==> config.mk <==
export PLATFORM = sky130hd
export DESIGN_NAME = status_flag_reg
export DESIGN_NICKNAME = d
export VERILOG_FILES = /design/src/rtl/sfr_pkg.sv /design/src/rtl/arith_flag_gen.sv /design/src/rtl/logic_zero.sv /design/src/rtl/sys_flag_reg.sv /design/src/rtl/status_flag_reg.sv
export SDC_FILE = /design/constraint.sdc
export NUM_CORES = 1
export LEC_CHECK = 0
export BUFFER_PORTS_ARGS = -buffer_cell sky130_fd_sc_hd__buf_2
export CORE_ASPECT_RATIO = 0.5
export CORE_MARGIN = 5
export CORE_UTILIZATION = 41
export DETAILED_ROUTE_END_ITERATION = 10
export GPL_TIMING_DRIVEN = 0
export PLACE_DENSITY = 0.73
export SKIP_LAST_GASP = 1
export SYNTH_ARGS = -nofsm -noshare
export SYNTH_HDL_FRONTEND = slang
export SYNTH_SLANG_ARGS = --single-unit
==> constraint.sdc <==
create_clock -name clk_i -period 0.83 [get_ports clk_i]
set_input_delay 0.166 -clock clk_i [delete_from_list [all_inputs] [get_ports clk_i]]
set_output_delay 0.166 -clock clk_i [all_outputs]
set_load 0.02 [all_outputs]
==> src/rtl/sfr_pkg.sv <==
package sfr_pkg;
  typedef enum logic [2:0] {
    OP_ADD  = 3'd0,
    OP_SUB  = 3'd1,
    OP_AND  = 3'd2,
    OP_OR   = 3'd3,
    OP_XOR  = 3'd4,
    OP_RLC  = 3'd5,
    OP_RRC  = 3'd6,
    OP_NONE = 3'd7
  } alu_op_e;

  typedef struct packed {
    logic ov;
    logic z;
    logic ac;
    logic c;
  } arith_flags_t;

  typedef struct packed {
    logic to;
    logic pdf;
  } sys_flags_t;
endpackage

==> src/rtl/arith_flag_gen.sv <==
module arith_flag_gen
  import sfr_pkg::*;
#(
  parameter int unsigned W = 8
) (
  input  logic [W-1:0]  a_i,
  input  logic [W-1:0]  b_i,
  input  logic          sub_i,
  output arith_flags_t  flags_o
);
  localparam int unsigned H = W / 2;

  logic [W-1:0] b_eff;
  logic [W:0]   full_sum;
  logic [H:0]   low_sum;
  logic         carry_into_msb;

  // subtract as a + ~b + 1 so carry out means "no borrow"
  assign b_eff    = sub_i ? ~b_i : b_i;
  assign full_sum = {1'b0, a_i} + {1'b0, b_eff} + {{W{1'b0}}, sub_i};
  assign low_sum  = {1'b0, a_i[H-1:0]} + {1'b0, b_eff[H-1:0]} + {{H{1'b0}}, sub_i};
  assign carry_into_msb = a_i[W-1] ^ b_eff[W-1] ^ full_sum[W-1];

  assign flags_o.c  = full_sum[W];
  assign flags_o.ac = low_sum[H];
  assign flags_o.z  = ~|full_sum[W-1:0];
  assign flags_o.ov = carry_into_msb ^ full_sum[W];
endmodule

==> src/rtl/logic_zero.sv <==
module logic_zero
  import sfr_pkg::*;
#(
  parameter int unsigned W = 8
) (
  input  logic [W-1:0] a_i,
  input  logic [W-1:0] b_i,
  input  alu_op_e      op_i,
  output logic         z_o
);
  logic [W-1:0] res;

  always_comb begin
    case (op_i)
      OP_AND:  res = a_i & b_i;
      OP_OR:   res = a_i | b_i;
      OP_XOR:  res = a_i ^ b_i;
      default: res = '0;
    endcase
  end

  assign z_o = ~|res;
endmodule

==> src/rtl/sys_flag_reg.sv <==
module sys_flag_reg
  import sfr_pkg::*;
(
  input  logic       clk_i,
  input  logic       rst_ni,
  input  logic       halt_i,
  input  logic       wdt_clr_i,
  input  logic       wdt_to_i,
  output sys_flags_t sys_o
);
  sys_flags_t q;

  always_ff @(posedge clk_i or negedge rst_ni) begin
    if (!rst_ni) begin
      q <= '0;
    end else begin
      if (halt_i)         q.pdf <= 1'b1;
      else if (wdt_clr_i) q.pdf <= 1'b0;

      if (wdt_to_i)                 q.to <= 1'b1;
      else if (halt_i || wdt_clr_i) q.to <= 1'b0;
    end
  end

  assign sys_o = q;
endmodule

==> src/rtl/status_flag_reg.sv <==
module status_flag_reg
  import sfr_pkg::*;
#(
  parameter int unsigned DATA_W = 8
) (
  input  logic              clk_i,
  input  logic              rst_ni,
  input  logic [DATA_W-1:0] a_i,
  input  logic [DATA_W-1:0] b_i,
  input  logic [2:0]        op_i,
  input  logic              upd_i,
  input  logic              wr_en_i,
  input  logic [7:0]        wr_data_i,
  input  logic              halt_i,
  input  logic              wdt_clr_i,
  input  logic              wdt_to_i,
  output logic [7:0]        status_o
);
  localparam int unsigned AF_W = $bits(arith_flags_t);

  alu_op_e      op;
  arith_flags_t arith_new;
  arith_flags_t af_q, af_d;
  sys_flags_t   sys;
  logic         logic_z;
  logic         unused_wr_hi;

  assign op           = alu_op_e'(op_i);
  assign unused_wr_hi = ^wr_data_i[7:AF_W];

  arith_flag_gen #(.W(DATA_W)) u_arith (
    .a_i     (a_i),
    .b_i     (b_i),
    .sub_i   (op == OP_SUB),
    .flags_o (arith_new)
  );

  logic_zero #(.W(DATA_W)) u_lzero (
    .a_i  (a_i),
    .b_i  (b_i),
    .op_i (op),
    .z_o  (logic_z)
  );

  sys_flag_reg u_sys (
    .clk_i     (clk_i),
    .rst_ni    (rst_ni),
    .halt_i    (halt_i),
    .wdt_clr_i (wdt_clr_i),
    .wdt_to_i  (wdt_to_i),
    .sys_o     (sys)
  );

  always_comb begin
    af_d = af_q;
    if (upd_i) begin
      case (op)
        OP_ADD, OP_SUB:         af_d = arith_new;
        OP_AND, OP_OR, OP_XOR:  af_d.z = logic_z;
        OP_RLC:                 af_d.c = a_i[DATA_W-1];
        OP_RRC:                 af_d.c = a_i[0];
        default:                ;
      endcase
    end
    // software write overrides any same-cycle update
    if (wr_en_i) af_d = arith_flags_t'(wr_data_i[AF_W-1:0]);
  end

  always_ff @(posedge clk_i or negedge rst_ni) begin
    if (!rst_ni) af_q <= '0;
    else         af_q <= af_d;
  end

  assign status_o = {2'b00, sys.to, sys.pdf, af_q.ov, af_q.z, af_q.ac, af_q.c};
endmodule

==> impl_metrics.ini, run 1 <==
[worst_setup_path]
cp-startpoint = op_i[1]
startpoint_type = input pin
cp_max_fo = 8
cp.arrival_ps = 2480
crit_required_ps = 950
critPathKind = input pin to flop
cp_slowest_cell = or3b_4
path_cells = buf_6, or3b_4, buf_12, xnor2_4, ha_1, a21o_1, a221o_1, a211oi_2, a21oi_1, o311ai_2
reg2reg_from = status_o[2]
endpoint_kind = flop
max_stage_delay_ps = 400

[grt]
global_route.overflow_total = 0
grt_pass1_wl_um = 5840
first_global_vias = 1288
gr-usage-all-layers = 0.154
grt_max_degree = 11
antenna_found_initial = 0

[timing]
fin_crit_sh = 2.84
setup_violations = 10
rsz0062_at_grt = yes
fmax_mhz = 425
hold_violations = 0
hold_ws_ps = 130
finClkSkew_ps = 0
layout_setup_ws_ps = -1520
maxSlewViolCount = 0
final.min_clock_period_ps = 2350

[place]
gp_congestion = 0.851
io_buffers = 33
dp.final_hpwl_um = 2800
dp_cells = 239

[cells_and_area]
fin_cells = 251
area_delta_synth_final_pct = 47.7
antenna_cells = 0
final_nets = 274
drive_above_1_share = 0.374

[synthesis]
synthArstFlopShare = 1.00
synth.ff_latch_count = 6
synth_flop_cell = dfrtp_1
netlist_instances = 165
synth.area.top_cells = ha_1 25%, dfrtp_1 11%, xnor2_1 6.6%
synth_top_area_frac = 0.246
synth_edf_count = 0
ys_warn_count = 0
yosysTopAreaCell = ha_1
syn_avg_cell_area_um2 = 8.01
synth.yosys.seq_area_share = 0.114
synth_cell_type_count = 43
netlist_area_mm2 = 0.00132

[clock_network]
cts.sinks = 6
clock_path_buffers = 2
clkLatencyLatePin_ps = 220
cts_max_level = 1
cts_buffers = 3
cts_tree = done
root_buffer = clkbuf_8
path_clk_slew_ps = 40

[drt]
vias = 1346
routed_wl_um = 3680
antenna_left = 0
drcViolationCount = 0
vias_per_cell = 5.36
dr.first_iter.drc_count = 88
post_drt_wl_per_cell_um = 14.7
dr.pass1.iters = 4

[power]
peakVddDrop_mv = 0.902
power_per_cell_area_mw_per_mm2 = 1060
p_leak_nw = 0.946

[outcome]
status = finished with violations
violations = negative setup slack

[floorplanning]
die-area_mm2 = 0.00453
dieWidth_um = 90.3
rows = 14
die_y_um = 50.1
coreArea_mm2 = 0.00305
floorplan.initialDensity = 0.433
ios = 42

[min_path]
hold_start = wdt_to_i
hp-class = input pin to flop

[job]
drv_cap = 0
[final timing paths]
check | end | slack, ps | depth (start not counted)
max | status_o[2] | -1520 | 10
min | u_sys.sys_o[1] | 130 | 2
max reg2reg | status_o[2] | -110 | 3
min reg2reg | u_sys.sys_o[1] | 500 | 1
max in group asynchronous | status_o[3] | 390 | 2
min in group asynchronous | status_o[0] | 300 | 2
[cells by family (layout without fill, tap and decap cells)]
logic type | count (synthesis) | after routing | share of synthesized area
xor+xnor | 12 | 12 | 0.0795
compound gates | 41 | 41 | 0.220
simple gates | 45 | 45 | 0.187
mux | 4 | 4 | 0.0313
flops | 6 | 6 | 0.114
fa+ha+maj | 27 | 27 | 0.261
other cells | 1 | 2 | 0.00284
buf+inv | 29 | 74 | 0.105
[state kept, by name, indices dropped and copies added (netlist names)]
register and count:
u_sys.sys_o 2, status_o 4
[power breakdown]
group / internal (mW) / leakage [nW] / total, mW / switching, mW
Combinational: 0.642 / 0.854 / 1.28 / 0.643
Clock: 0.312 / 0.0216 / 0.437 / 0.126
Sequential: 0.324 / 0.0702 / 0.348 / 0.0239
Total: 1.28 / 0.946 / 2.07 / 0.792
[stage by stage]
step                      instance area [um2]   util  setup TNS, ps  total power, mW  setup slack [ps]
after detailed placement                 1590  0.523          -6670             1.32             -1880
after floorplan                          1380      -          -5860             1.04             -1700
after CTS                                1780  0.585          -5910             1.89             -1590
final                                    1950  0.640          -6060             2.07             -1520
after global placement                   1590  0.523          -6460             1.31             -1850
after global routing                     1950  0.640          -6480             2.22             -1620
[cell usage after synthesis, types with 2 or more instances]
| cell type | number |
|---|---|
| ha_1 | 26 |
| inv_1 | 20 |
| nand2_1 | 11 |
| xnor2_1 | 10 |
| a21oi_1 | 9 |
| o21ai_0 | 8 |
| dfrtp_1 | 6 |
| nor2_1 | 6 |
| nand4_1 | 5 |
| nor4_1 | 5 |
| a21o_1 | 4 |
| and3_1 | 4 |
| buf_4 | 4 |
| o211ai_1 | 4 |
| a31oi_1 | 3 |
| and2_1 | 3 |
| clkbuf_1 | 3 |
| mux2i_1 | 3 |
| nand2b_1 | 3 |
| a311o_1 | 2 |
| buf_6 | 2 |
| or2_2 | 2 |
| xor2_1 | 2 |
[layout make-up]
class,count,area (um2)
buffer,7,77.6
clock buffer,3,41.3
fill,247,1100
inverter,20,75.1
multi-input combinational,131,1260
sequential,6,150
tap,40,50.0
timing repair buffer,44,298
[worst max-delay path: cells and delay by family]
kind / cells / cell delay, ps
compound gates: 5 / 1210
xor+xnor: 1 / 130
fa+ha+maj: 1 / 310
buf+inv: 2 / 270
simple gates: 1 / 400
[what timing repair did]
| item | in CTS | in global routing |
|---|---|---|
| resized for setup | 23 | 21 |
| endpoints found under the hold margin | 6 | 0 |
| setup endpoints to repair | 10 | 10 |
| pin swaps | 6 | 14 |
| hold buffers | 1 | 0 |
| setup buffers | 6 | 4 |
[cells in the final DEF (no fill, tap or decap), types with 2 or more instances in the layout]
cell / count
buf_2: 26
ha_1: 21
inv_1: 20
buf_4: 11
nand2_1: 9
a21oi_1: 8
buf_6: 8
nor2_1: 6
o21ai_0: 6
dfrtp_1: 6
xnor2_1: 5
nand4_1: 5
nor4_1: 5
ha_4: 5
xnor2_4: 4
a21o_1: 4
o211ai_1: 4
mux2i_1: 3
nand2b_1: 3
and3_1: 3
clkbuf_8: 3
buf_12: 2
nand2_2: 2
clkbuf_1: 2
o21ai_1: 2
xor2_1: 2
and2_1: 2
a311o_1: 2
a31oi_1: 2
conb_1: 2
[metal layers]
layer / global-route usage / vias to the layer above / share of wire
met5: 0 / - / 0
met4: 0.0446 / 0 / 0.0038
met3: 0.0209 / 2 / 0.061
met2: 0.246 / 45 / 0.47
met1: 0.218 / 617 / 0.46
li1: - / 682 / -
Power figures use the tool's default switching activity.
==> run 2: changes to the inputs <==
- TNS_END_PERCENT: not set -> 30
==> run 2 against run 1 <==
Compared with the run above: the run still ends with negative setup slack left; critical path depth unchanged; final cell count decreased by 0.80%; combinational power decreased by 12%; cell area decreased by 7.6%; clock skew unchanged; wire length decreased by 3.8%; fmax decreased by 2.0%; sequential power decreased by 3%; clock power about the same; utilization decreased by 4.9 points; global-route usage about the same; critical endpoint unchanged.
==> impl_metrics.ini, run 2 (synthesis gave the netlist of run 1 again) <==
[outcome]
status = finished with violations
violations = negative setup slack

[job]
drv_cap = 0

[grt]
gr-usage-all-layers = 0.153
grt_pass1_wl_um = 5840
grt_max_degree = 11
global_route.overflow_total = 0
first_global_vias = 1283
antenna_found_initial = 0

[cells_and_area]
final_common_cell = buf_2
largest_reg_flops = 4
fill_cells = 283
final_cell_mix = 32 x buf_2, 22 x ha_1, 20 x inv_1
final_nets = 272
antenna_cells = 0
fin_area_mm2 = 0.00180
area_delta_synth_final_pct = 36.5
drive_above_1_share = 0.349

[drt]
dr.pass1.iters = 4
post_drt_wl_per_cell_um = 14.2
dr.first_iter.drc_count = 81
routed_wl_um = 3540
vias = 1335
drcViolationCount = 0
antenna_left = 0
vias_per_cell = 5.36

[floorplanning]
dieWidth_um = 90.3
ios = 42
die_y_um = 50.1
rows = 14
floorplan.initialDensity = 0.433
die-area_mm2 = 0.00453
coreArea_mm2 = 0.00305

[worst_setup_path]
endpoint_kind = flop
startpoint_type = input pin
crit_required_ps = 950
r2r_cells = 3
critPathKind = input pin to flop
cp_max_fo = 8
cp.arrival_ps = 2520
rrSetupSlack_ps = -80

[min_path]
whs_path_depth = 2
hp-class = input pin to flop

[clock_network]
clkLatencyLatePin_ps = 220
cts_tree = done
path_clk_slew_ps = 40
root_buffer = clkbuf_8
cts_buffers = 3
cts_max_level = 1
clock_path_buffers = 2
cts.sinks = 6

[power]
peakVddDrop_mv = 0.958
p_leak_nw = 0.911
total_power_mw = 1.91
power_per_cell_area_mw_per_mm2 = 1060

[timing]
fin_crit_sh = 2.90
final.min_clock_period_ps = 2400
finClkSkew_ps = 0
rsz0062_at_grt = yes
hold_violations = 0
fmax_mhz = 416
maxSlewViolCount = 0
layout_setup_ws_ps = -1570
setup_violations = 10

[place]
placed_area_mm2 = 0.00156
io_buffers = 33
gp_congestion = 0.872
dp.final_hpwl_um = 2820
==> run 2: changes by cell type in the layout (fill, tap and decap cells not counted), sizes merged <==
cell  before  now
buf       48   46
==> run 2: through the flow <==
step,hold WS [ps],setup TNS (ps),cells,utilization,setup WS [ps]
2_1_floorplan,-130,-6010,166,-,-1700
3_3_place_gp,-7.44,-6620,239,0.511,-1860
3_5_place_dp,-0.604,-6730,239,0.511,-1930
4_1_cts,127,-5990,249,0.561,-1560
5_1_grt,130,-6510,249,0.592,-1640
6_report,126,-6030,249,0.592,-1570
==> run 2: where the power goes <==
part	internal [mW]	switching (mW)	total, mW
Combinational	0.538	0.597	1.13
Clock	0.311	0.125	0.436
Sequential	0.324	0.0159	0.339
Total	1.17	0.737	1.91
==> run 2: layout make-up <==
| cell class | count | area, um2 | share of cell area |
|---|---|---|---|
| Inverter | 20 | 75.1 | 0.0416 |
| Tap cell | 40 | 50.0 | 0.0278 |
| Clock buffer | 3 | 41.3 | 0.0229 |
| Buffer | 7 | 77.6 | 0.0430 |
| Sequential cell | 6 | 150 | 0.0833 |
| Timing Repair Buffer | 42 | 241 | 0.134 |
| Multi-Input combinational cell | 131 | 1170 | 0.647 |
==> run 2: path summary, 6_finish.rpt <==
path,start,to
setup reg to reg,status_o[2],status_o[2]
hold / removal,wdt_to_i,u_sys.sys_o[1]
hold reg to reg,u_sys.sys_o[1],u_sys.sys_o[1]
min in group asynchronous,rst_ni,status_o[0]
setup / recovery,op_i[1],status_o[2]
max in group asynchronous,rst_ni,u_sys.sys_o[1]
==> run 2: metal layers <==
metal  wire, um  track usage  up-vias  part of all wire
met5          0            0        -                 0
met4         14       0.0421        0            0.0040
met3        144       0.0239        2             0.041
met2       1630        0.244       30              0.46
met1       1750        0.218      626              0.49
li1           -            -      677                 -
==> run 2: what timing repair did <==
| action | 4_1_cts | 5_1_grt |
|---|---|---|
| buffers inserted | 6 | 2 |
| hold buffers | 1 | 0 |
| pin swaps | 3 | 11 |
| cloned | 0 | 0 |
| setup endpoints to repair | 10 | 10 |
| gates resized for setup | 11 | 15 |
| hold endpoints to repair | 6 | 0 |
==> run 2: worst max-delay path: stages <==
cell and delay, ps:
buf_6 90, or3b_4 390, buf_12 160, xnor2_2 180, ha_2 350, and2_1 200
a221o_1 350, a211oi_1 260, a21oi_1 70, o311ai_1 280
